**src/rtl/sclk_pkg.sv**
```systemverilog
package sclk_pkg;
  // Default unlock code, first bit in the MSB
  localparam int          DEF_CODE_LEN = 5;
  localparam logic [4:0]  DEF_CODE     = 5'b10001;
endpackage

```
**src/rtl/sclk_expect.sv**
```systemverilog
module sclk_expect #(
  parameter int                CODE_LEN = 5,
  parameter logic [CODE_LEN-1:0] CODE   = '0,
  localparam int               IDX_W    = $clog2(CODE_LEN)
) (
  input  logic [IDX_W-1:0] idx_i,
  output logic             exp_bit_o,
  output logic             last_pos_o
);
  logic [CODE_LEN-1:0] pick;

  for (genvar k = 0; k < CODE_LEN; k++) begin : g_pos
    assign pick[k] = (idx_i == IDX_W'(k)) & CODE[CODE_LEN-1-k];
  end

  assign exp_bit_o  = |pick;
  assign last_pos_o = (idx_i == IDX_W'(CODE_LEN - 1));
endmodule

```
**src/rtl/sclk_next.sv**
```systemverilog
module sclk_next #(
  parameter int  CODE_LEN = 5,
  localparam int IDX_W    = $clog2(CODE_LEN)
) (
  input  logic             err_q_i,
  input  logic             unl_q_i,
  input  logic [IDX_W-1:0] idx_q_i,
  input  logic             data_i,
  input  logic             exp_bit_i,
  input  logic             last_pos_i,
  output logic             err_d_o,
  output logic             unl_d_o,
  output logic [IDX_W-1:0] idx_d_o,
  output logic             locked_d_o
);
  logic matching, hit;

  assign matching = !err_q_i && !unl_q_i;
  assign hit      = (data_i == exp_bit_i);

  always_comb begin
    err_d_o = err_q_i;
    unl_d_o = unl_q_i;
    idx_d_o = idx_q_i;
    if (err_q_i) begin
      // absorbing
    end else if (unl_q_i) begin
      if (!data_i) begin
        unl_d_o = 1'b0;
        idx_d_o = '0;
      end
    end else if (hit) begin
      if (last_pos_i) begin
        unl_d_o = 1'b1;
        idx_d_o = '0;
      end else begin
        idx_d_o = idx_q_i + 1'b1;
      end
    end else begin
      err_d_o = 1'b1;
      idx_d_o = '0;
    end
  end

  // Lock flop input from the same conditions that enter or keep the open state
  assign locked_d_o = !((matching && last_pos_i && hit) || (unl_q_i && data_i));


  always_comb begin
    excl_next_chk: assert ($onehot0({err_d_o, unl_d_o}));
  end
endmodule

```
**src/rtl/sclk_regs.sv**
```systemverilog
module sclk_regs #(
  parameter int  CODE_LEN = 5,
  localparam int IDX_W    = $clog2(CODE_LEN)
) (
  input  logic             clk_i,
  input  logic             rst_i,
  input  logic             err_d_i,
  input  logic             unl_d_i,
  input  logic [IDX_W-1:0] idx_d_i,
  input  logic             locked_d_i,
  output logic             err_q_o,
  output logic             unl_q_o,
  output logic [IDX_W-1:0] idx_q_o,
  output logic             locked_q_o
);
  logic             err_q    = 1'b0;
  logic             unl_q    = 1'b0;
  logic [IDX_W-1:0] idx_q    = '0;
  logic             locked_q = 1'b1;

  always_ff @(posedge clk_i) begin
    if (rst_i) begin
      err_q    <= 1'b0;
      unl_q    <= 1'b0;
      idx_q    <= '0;
      locked_q <= 1'b1;
    end else begin
      err_q    <= err_d_i;
      unl_q    <= unl_d_i;
      idx_q    <= idx_d_i;
      locked_q <= locked_d_i;
    end
  end

  assign err_q_o    = err_q;
  assign unl_q_o    = unl_q;
  assign idx_q_o    = idx_q;
  assign locked_q_o = locked_q;


  err_sticky_chk: assert property (@(posedge clk_i) disable iff (rst_i)
    err_q |=> err_q);

  reset_idle_chk: assert property (@(posedge clk_i)
    rst_i |=> (locked_q && !err_q && !unl_q && idx_q == '0));

  lock_vs_open_chk: assert property (@(posedge clk_i) disable iff (rst_i)
    locked_q == !unl_q);

  idx_range_chk: assert property (@(posedge clk_i) disable iff (rst_i)
    idx_q < IDX_W'(CODE_LEN));
endmodule

```
**src/rtl/serial_code_lock.sv**
```systemverilog
module serial_code_lock
  import sclk_pkg::*;
#(
  parameter int                  CODE_LEN = DEF_CODE_LEN,
  parameter logic [CODE_LEN-1:0] CODE     = DEF_CODE
) (
  input  logic clk_i,
  input  logic rst_i,
  input  logic data_i,
  output logic locked_o,
  output logic error_o
);
  localparam int IDX_W = $clog2(CODE_LEN);

  logic             err_q, unl_q, locked_q;
  logic [IDX_W-1:0] idx_q;
  logic             err_d, unl_d, locked_d;
  logic [IDX_W-1:0] idx_d;
  logic             exp_bit, last_pos;

  sclk_expect #(.CODE_LEN(CODE_LEN), .CODE(CODE)) expect_i (
    .idx_i      (idx_q),
    .exp_bit_o  (exp_bit),
    .last_pos_o (last_pos)
  );

  sclk_next #(.CODE_LEN(CODE_LEN)) next_i (
    .err_q_i    (err_q),
    .unl_q_i    (unl_q),
    .idx_q_i    (idx_q),
    .data_i     (data_i),
    .exp_bit_i  (exp_bit),
    .last_pos_i (last_pos),
    .err_d_o    (err_d),
    .unl_d_o    (unl_d),
    .idx_d_o    (idx_d),
    .locked_d_o (locked_d)
  );

  sclk_regs #(.CODE_LEN(CODE_LEN)) regs_i (
    .clk_i      (clk_i),
    .rst_i      (rst_i),
    .err_d_i    (err_d),
    .unl_d_i    (unl_d),
    .idx_d_i    (idx_d),
    .locked_d_i (locked_d),
    .err_q_o    (err_q),
    .unl_q_o    (unl_q),
    .idx_q_o    (idx_q),
    .locked_q_o (locked_q)
  );

  assign locked_o = locked_q;
  assign error_o  = err_q;


  open_hold_chk: assert property (@(posedge clk_i) disable iff (rst_i)
    (!locked_o && data_i) |=> !locked_o);

  open_close_chk: assert property (@(posedge clk_i) disable iff (rst_i)
    (!locked_o && !data_i) |=> (locked_o && !error_o));

  no_err_open_chk: assert property (@(posedge clk_i)
    !(error_o && !locked_o));

  err_keeps_lock_chk: assert property (@(posedge clk_i) disable iff (rst_i)
    $rose(error_o) |-> locked_o);
endmodule

```
**config.mk**
```make
export PLATFORM = sky130hd
export DESIGN_NAME = serial_code_lock
export DESIGN_NICKNAME = d
export VERILOG_FILES = /design/src/rtl/sclk_pkg.sv /design/src/rtl/sclk_expect.sv /design/src/rtl/sclk_next.sv /design/src/rtl/sclk_regs.sv /design/src/rtl/serial_code_lock.sv
export SDC_FILE = /design/constraint.sdc
export NUM_CORES = 1
export LEC_CHECK = 0
export BUFFER_PORTS_ARGS = -buffer_cell sky130_fd_sc_hd__buf_2
export CORE_AREA = 2 2 39 41
export CTS_CLUSTER_DIAMETER = 60
export DETAILED_ROUTE_END_ITERATION = 7
export DIE_AREA = 0 0 41 43
export PLACE_DENSITY = 0.35
export SLEW_MARGIN = 25
export SYNTH_ARGS = -nofsm -noshare
export SYNTH_HDL_FRONTEND = slang
export SYNTH_SLANG_ARGS = --single-unit
```
**constraint.sdc**
```tcl
create_clock -name clk_i -period 1.3 [get_ports clk_i]
set_input_delay 0.26 -clock clk_i [delete_from_list [all_inputs] [get_ports clk_i]]
set_output_delay 0.26 -clock clk_i [all_outputs]
set_load 0.03 [all_outputs]
```
==> out/metrics.yaml, run 1 <==
status: "completed"
worst_clock_skew_ns: 0.005128
die_y_um: 43
hold_viol: 0
reg2reg_to: "regs_i.idx_q_o[0]"
p_sw_share_pct: 28.80
setup_violations: 0
seqPwrFrac_pct: 41.7
slew_headroom_pct: 87.23
clock_latency_ns: 0.25
hold_path_depth: 2
cts_root_buffer: "clkbuf_4"
cap_violations: 0
antennaDiodeCount: 0
tns_ns: 0
crit_required_ns: 1.43
wl_per_cell_um: 10.05
cp-end-kind: "register"
synth_top_area_share_pct: 42.11
ys_types: 16
portBuffers: 4
r2r-start: "regs_i.idx_q_o[0]"
reg2reg_depth: 5
gr-total-overflow: 0
vdd_drop_max_mv: 0.4884
hp-class: "in2reg"
cp_data_arrival_time_ns: 1.32
period_needed_ns: 1.187
placedCellCount: 52
gp_congestion: 0.8393
critical_path_class: "reg2reg"
synthesis.area_um2: 285.3
clkTransAtPathRegs_ns: 0.05
max_clock_freq_mhz: 842.2
cts_max_path_buffers: 2
synth_seq_cells: 6
finish.utilization_pct: 26.40
layout_setup_ws_ns: 0.1127
crit_fanout: 4
pre_cts_ws_ns: 0.04849
drive_gt1_share_pct: 35.90
fin_nets: 46
syn_inst: 31
die_area_um2: 1763
drcViolationCount: 0
holdBufCountCts: 0
min_period_over_period_pct: 91.33
r2r_slack_ns: 0.11
globalRouteTotalUtil_pct: 8.577
grt_setup_unrepaired: "false"
fin_cells: 55
yosysWarnings: 0
start_kind: "register"
rows: 14
core_area_um2: 1384
grt_max_degree: 7
power.internal_mw: 0.3567
hpwlAfterDp_um: 388.3
fp.dieW_um: 41
post_cts_resized: 0
tightest_slew_ns: 0.1907
syn_to_final_growth_pct: 28.07
synth_area_leaders: "dfxtp_1 (42%), ha_1 (8.8%), nor2_1 (6.6%), a21oi_1 (5.3%), a211oi_2 (4.4%)"
post_cts_buffers: 0
holdPathEnd: "regs_i.idx_q_o[2]"
synth_top_area_cell: "dfxtp_1"
via_per_inst: 4.545
syn-num-nets: 36
antenna_found_initial: 0
power_density_nw_per_um2: 1371
drtIter0Drc: 2
drt-total-wl_um: 553
synth-seq-area-share_pct: 42.11
clkPwrFrac_pct: 34.5
cts.sinks: 6
fillers: 152
syn_avg_cell_area_um2: 9.202
first_global_vias: 232
ant_nets: 0
slew_viol_final: 0
first_pass_iters: 3
initial_core_util_pct: 20.61
numCtsBuffers: 3
hold_start: "rst_i"
switching_power_mw: 0.1443
comb_power_share_pct: 23.8
leakagePower_nw: 0.1453
htreeDepth: 1
route.vias.total: 250
grt_pass1_wl_um: 917
cts_tree: "built"
io_pins: 5
==> metrics by stage <==
| stage | power [mW] | hold slack, ns | area (um2) |
|---|---|---|---|
| after CTS | 0.4948 | 0.2349 | 355.3 |
| after floorplan | 0.2878 | 0.3219 | 285.3 |
| final | 0.5010 | 0.2370 | 365.4 |
| after detailed placement | 0.3198 | 0.4884 | 332.8 |
| after global routing | 0.5365 | 0.2464 | 365.4 |
| after global placement | 0.3218 | 0.4785 | 332.8 |
==> worst max-delay path: stages, from the launching register on <==
cell	delay [ns]
dfxtp_1	0.32
inv_1	0.06
ha_2	0.21
and3b_2	0.22
o211ai_1	0.17
a21oi_1	0.09
==> sequential cells by signal, indices dropped and copies added, names as in the netlist <==
signal	flops
regs_i.err_q_o	1
regs_i.idx_q_o	3
regs_i.locked_q_o	1
regs_i.unl_q_o	1
==> routing by layer <==
layer	vias up	track usage (%)	part of all wire, %
met5	-	0	0
met4	0	10.00	5.6
met3	4	4.712	3.6
met2	5	10.63	46
met1	116	8.824	44
li1	125	-	-
==> synthesized netlist by cell type <==
| master | instances |
|---|---|
| dfxtp_1 | 6 |
| nor2_1 | 5 |
| a21oi_1 | 3 |
| inv_1 | 3 |
| ha_1 | 2 |
| nand2_1 | 2 |
| a211oi_2 | 1 |
| a21o_2 | 1 |
| a31oi_1 | 1 |
| a32oi_1 | 1 |
| and3b_2 | 1 |
| nand3b_1 | 1 |
| o211ai_1 | 1 |
| o21a_1 | 1 |
| o21ba_2 | 1 |
| xnor2_1 | 1 |
==> cell usage in the layout, fill, tap and decap left out, types with 2 or more instances in the layout <==
master,instances
a21oi_1,3
buf_2,4
clkbuf_4,3
dfxtp_1,6
inv_1,3
nand2_1,2
nor2_1,5
==> power by group through the flow <==
stage | Sequential (mW) | Combinational [mW] | Clock, mW
final | 0.209 | 0.119 | 0.173
after global routing | 0.210 | 0.136 | 0.191
after CTS | 0.208 | 0.109 | 0.178
after detailed placement | 0.212 | 0.108 | 0
after global placement | 0.212 | 0.110 | 0
after floorplan | 0.221 | 0.0667 | 0
==> kinds of logic (layout without fill, tap and decap cells) <==
kind of cell | after synthesis | count (layout) | synth area share, %
AO/OA/AOI/OAI | 10 | 10 | 26.76
AND/OR/NAND/NOR | 9 | 9 | 15.35
flip-flops | 6 | 6 | 42.11
buffers and inverters | 3 | 11 | 3.947
adder cells (fa/ha/maj) | 2 | 2 | 8.771
XOR/XNOR | 1 | 1 | 3.071
==> worst max path at each step <==
| stage | start | endpoint | cells after the start |
|---|---|---|---|
| 5_1_grt | regs_i.idx_q_o[0] | regs_i.idx_q_o[0] | 5 |
| 6_report | regs_i.idx_q_o[0] | regs_i.idx_q_o[0] | 5 |
| 3_5_place_dp | regs_i.idx_q_o[0] | regs_i.idx_q_o[2] | 5 |
| 2_1_floorplan | regs_i.idx_q_o[0] | regs_i.idx_q_o[2] | 5 |
| 4_1_cts | regs_i.idx_q_o[0] | regs_i.idx_q_o[2] | 5 |
| 3_3_place_gp | regs_i.idx_q_o[0] | regs_i.idx_q_o[2] | 5 |
==> cell type report <==
class	count	area (um2)	share of cell area, %
clock buffer	3	22.52	6.164
inverter	3	11.26	3.082
multi-input combinational	22	163.9	44.86
sequential	6	120.1	32.88
tap	16	20.02	5.479
timing repair buffer	5	27.53	7.534
Note: power is estimated with default switching activity, not from simulation.
==> inputs of run 2 (changes only) <==
--- a/config.mk
+++ b/config.mk
@@ -7,10 +7,12 @@
 export LEC_CHECK = 0
 export BUFFER_PORTS_ARGS = -buffer_cell sky130_fd_sc_hd__buf_2
 export CORE_AREA = 2 2 39 41
+export CTS_BUF_LIST = sky130_fd_sc_hd__clkbuf_8 sky130_fd_sc_hd__clkbuf_16
 export CTS_CLUSTER_DIAMETER = 60
 export DETAILED_ROUTE_END_ITERATION = 7
 export DIE_AREA = 0 0 41 43
 export PLACE_DENSITY = 0.35
+export SKIP_CTS_REPAIR_TIMING = 1
 export SLEW_MARGIN = 25
 export SYNTH_ARGS = -nofsm -noshare
 export SYNTH_HDL_FRONTEND = slang
==> out/metrics.yaml, run 2 (synthesized netlist as in run 1, its figures left out) <==
period_needed_ns: 1.187
power_density_nw_per_um2: 1584
setup_violations: 0
cts_tree: "built"
via_per_inst: 4.545
start_kind: "register"
hpwlAfterDp_um: 388.3
cp_top_family: "flip-flops"
cp.depth: 5
fp.dieW_um: 41
clkTransAtPathRegs_ns: 0.03
core_area_um2: 1384
vdd_drop_max_mv: 0.6427
numCtsBuffers: 3
antennaDiodeCount: 0
clock_latency_ns: 0.22
crit_fanout: 4
initial_core_util_pct: 20.61
wl_per_cell_um: 10.31
worst_clock_skew_ns: 0.0001368
startpoint: "regs_i.idx_q_o[0]"
r2r-start: "regs_i.idx_q_o[0]"
holdWs_ns: 0.2646
final_common_cell: "dfxtp_1"
reg2reg_to: "regs_i.idx_q_o[0]"
worst-path-buf-inv: 1
cts_root_buffer: "clkbuf_8"
htreeDepth: 1
first_pass_iters: 3
tns_ns: 0
cts_max_path_buffers: 2
r2r_slack_ns: 0.11
fin_cells: 55
status: "completed"
fillers: 148
endpoint: "regs_i.idx_q_o[0]"
grt_max_degree: 7
drcViolationCount: 0
fin_nets: 46
path_cells: "inv_1, ha_2, and3b_2, o211ai_1, a21oi_1"
crit_required_ns: 1.40
slew_viol_final: 0
portBuffers: 4
cp_data_arrival_time_ns: 1.29
grt_setup_unrepaired: "false"
route.vias.total: 250
antenna_found_initial: 0
cap_violations: 0
drt-total-wl_um: 567
total_power_mw: 0.6085
max_clock_freq_mhz: 842.2
tightest_slew_ns: 0.1951
gp_congestion: 0.8393
min_period_over_period_pct: 91.34
reg2reg_depth: 5
hp-class: "in2reg"
drive_gt1_share_pct: 35.90
placedCellCount: 52
globalRouteTotalUtil_pct: 9.183
ant_nets: 0
rows: 14
drtIter0Drc: 2
largest_reg_flops: 3
leakagePower_nw: 0.1531
slew_headroom_pct: 86.93
critPathMaxStageDelay_ns: 0.31
die_y_um: 43
final_cell_mix: "dfxtp_1 (6), nor2_1 (5), buf_2 (4)"
hold_viol: 0
slowest_stage: "dfxtp_1"
die_area_um2: 1763
syn_to_final_growth_pct: 34.65
io_pins: 5
cp-end-kind: "register"
grt_pass1_wl_um: 931
cts.sinks: 6
gr-total-overflow: 0
critical_path_class: "reg2reg"
first_global_vias: 231
[run 2: cell count changes in the layout (fill, tap and decap cells not counted)]
cell      previous run  this run
clkbuf_4             3         0
clkbuf_8             0         3
[run 2: area by class of cell]
class | instances | area, um2 | share of cell area (%)
sequential | 6 | 120.1 | 31.27
multi-input combinational | 22 | 163.9 | 42.67
timing repair buffer | 5 | 27.53 | 7.166
clock buffer | 3 | 41.29 | 10.75
inverter | 3 | 11.26 | 2.932
tap | 16 | 20.02 | 5.212
[run 2: routing by layer]
metal	track usage (%)	up-vias	wire length [um]
li1	-	125	-
met1	8.824	114	229
met2	10.63	6	265
met3	4.712	5	30
met4	14.00	0	42
met5	0	-	0
[run 2: metrics by stage]
step / utilization [%] / cell area [um2] / setup WS [ns]
2_1_floorplan: - / 285.3 / 0.1067
3_5_place_dp: 24.05 / 332.8 / 0.04849
3_3_place_gp: 24.05 / 332.8 / 0.01607
4_1_cts: 27.03 / 374.1 / 0.03516
6_report: 27.76 / 384.1 / 0.1126
5_1_grt: 27.76 / 384.1 / 0.02736
[run 2: how the worst min path moves through the flow]
stage          startpoint                 to  slack (ns)  depth (start not counted)
2_1_floorplan      data_i  regs_i.locked_q_o        0.32                          1
3_3_place_gp       data_i  regs_i.locked_q_o        0.48                          2
3_5_place_dp       data_i  regs_i.locked_q_o        0.49                          2
4_1_cts            data_i  regs_i.locked_q_o        0.26                          2
5_1_grt             rst_i  regs_i.idx_q_o[2]        0.28                          2
6_report            rst_i  regs_i.idx_q_o[2]        0.26                          2
[run 2: power by group]
part | total [mW] | switching (mW) | leakage, nW | internal, mW
Clock | 0.279 | 0.0806 | 0.0216 | 0.199
Combinational | 0.120 | 0.0651 | 0.0826 | 0.0548
Sequential | 0.209 | 0.0112 | 0.0489 | 0.198
Total | 0.609 | 0.157 | 0.153 | 0.452
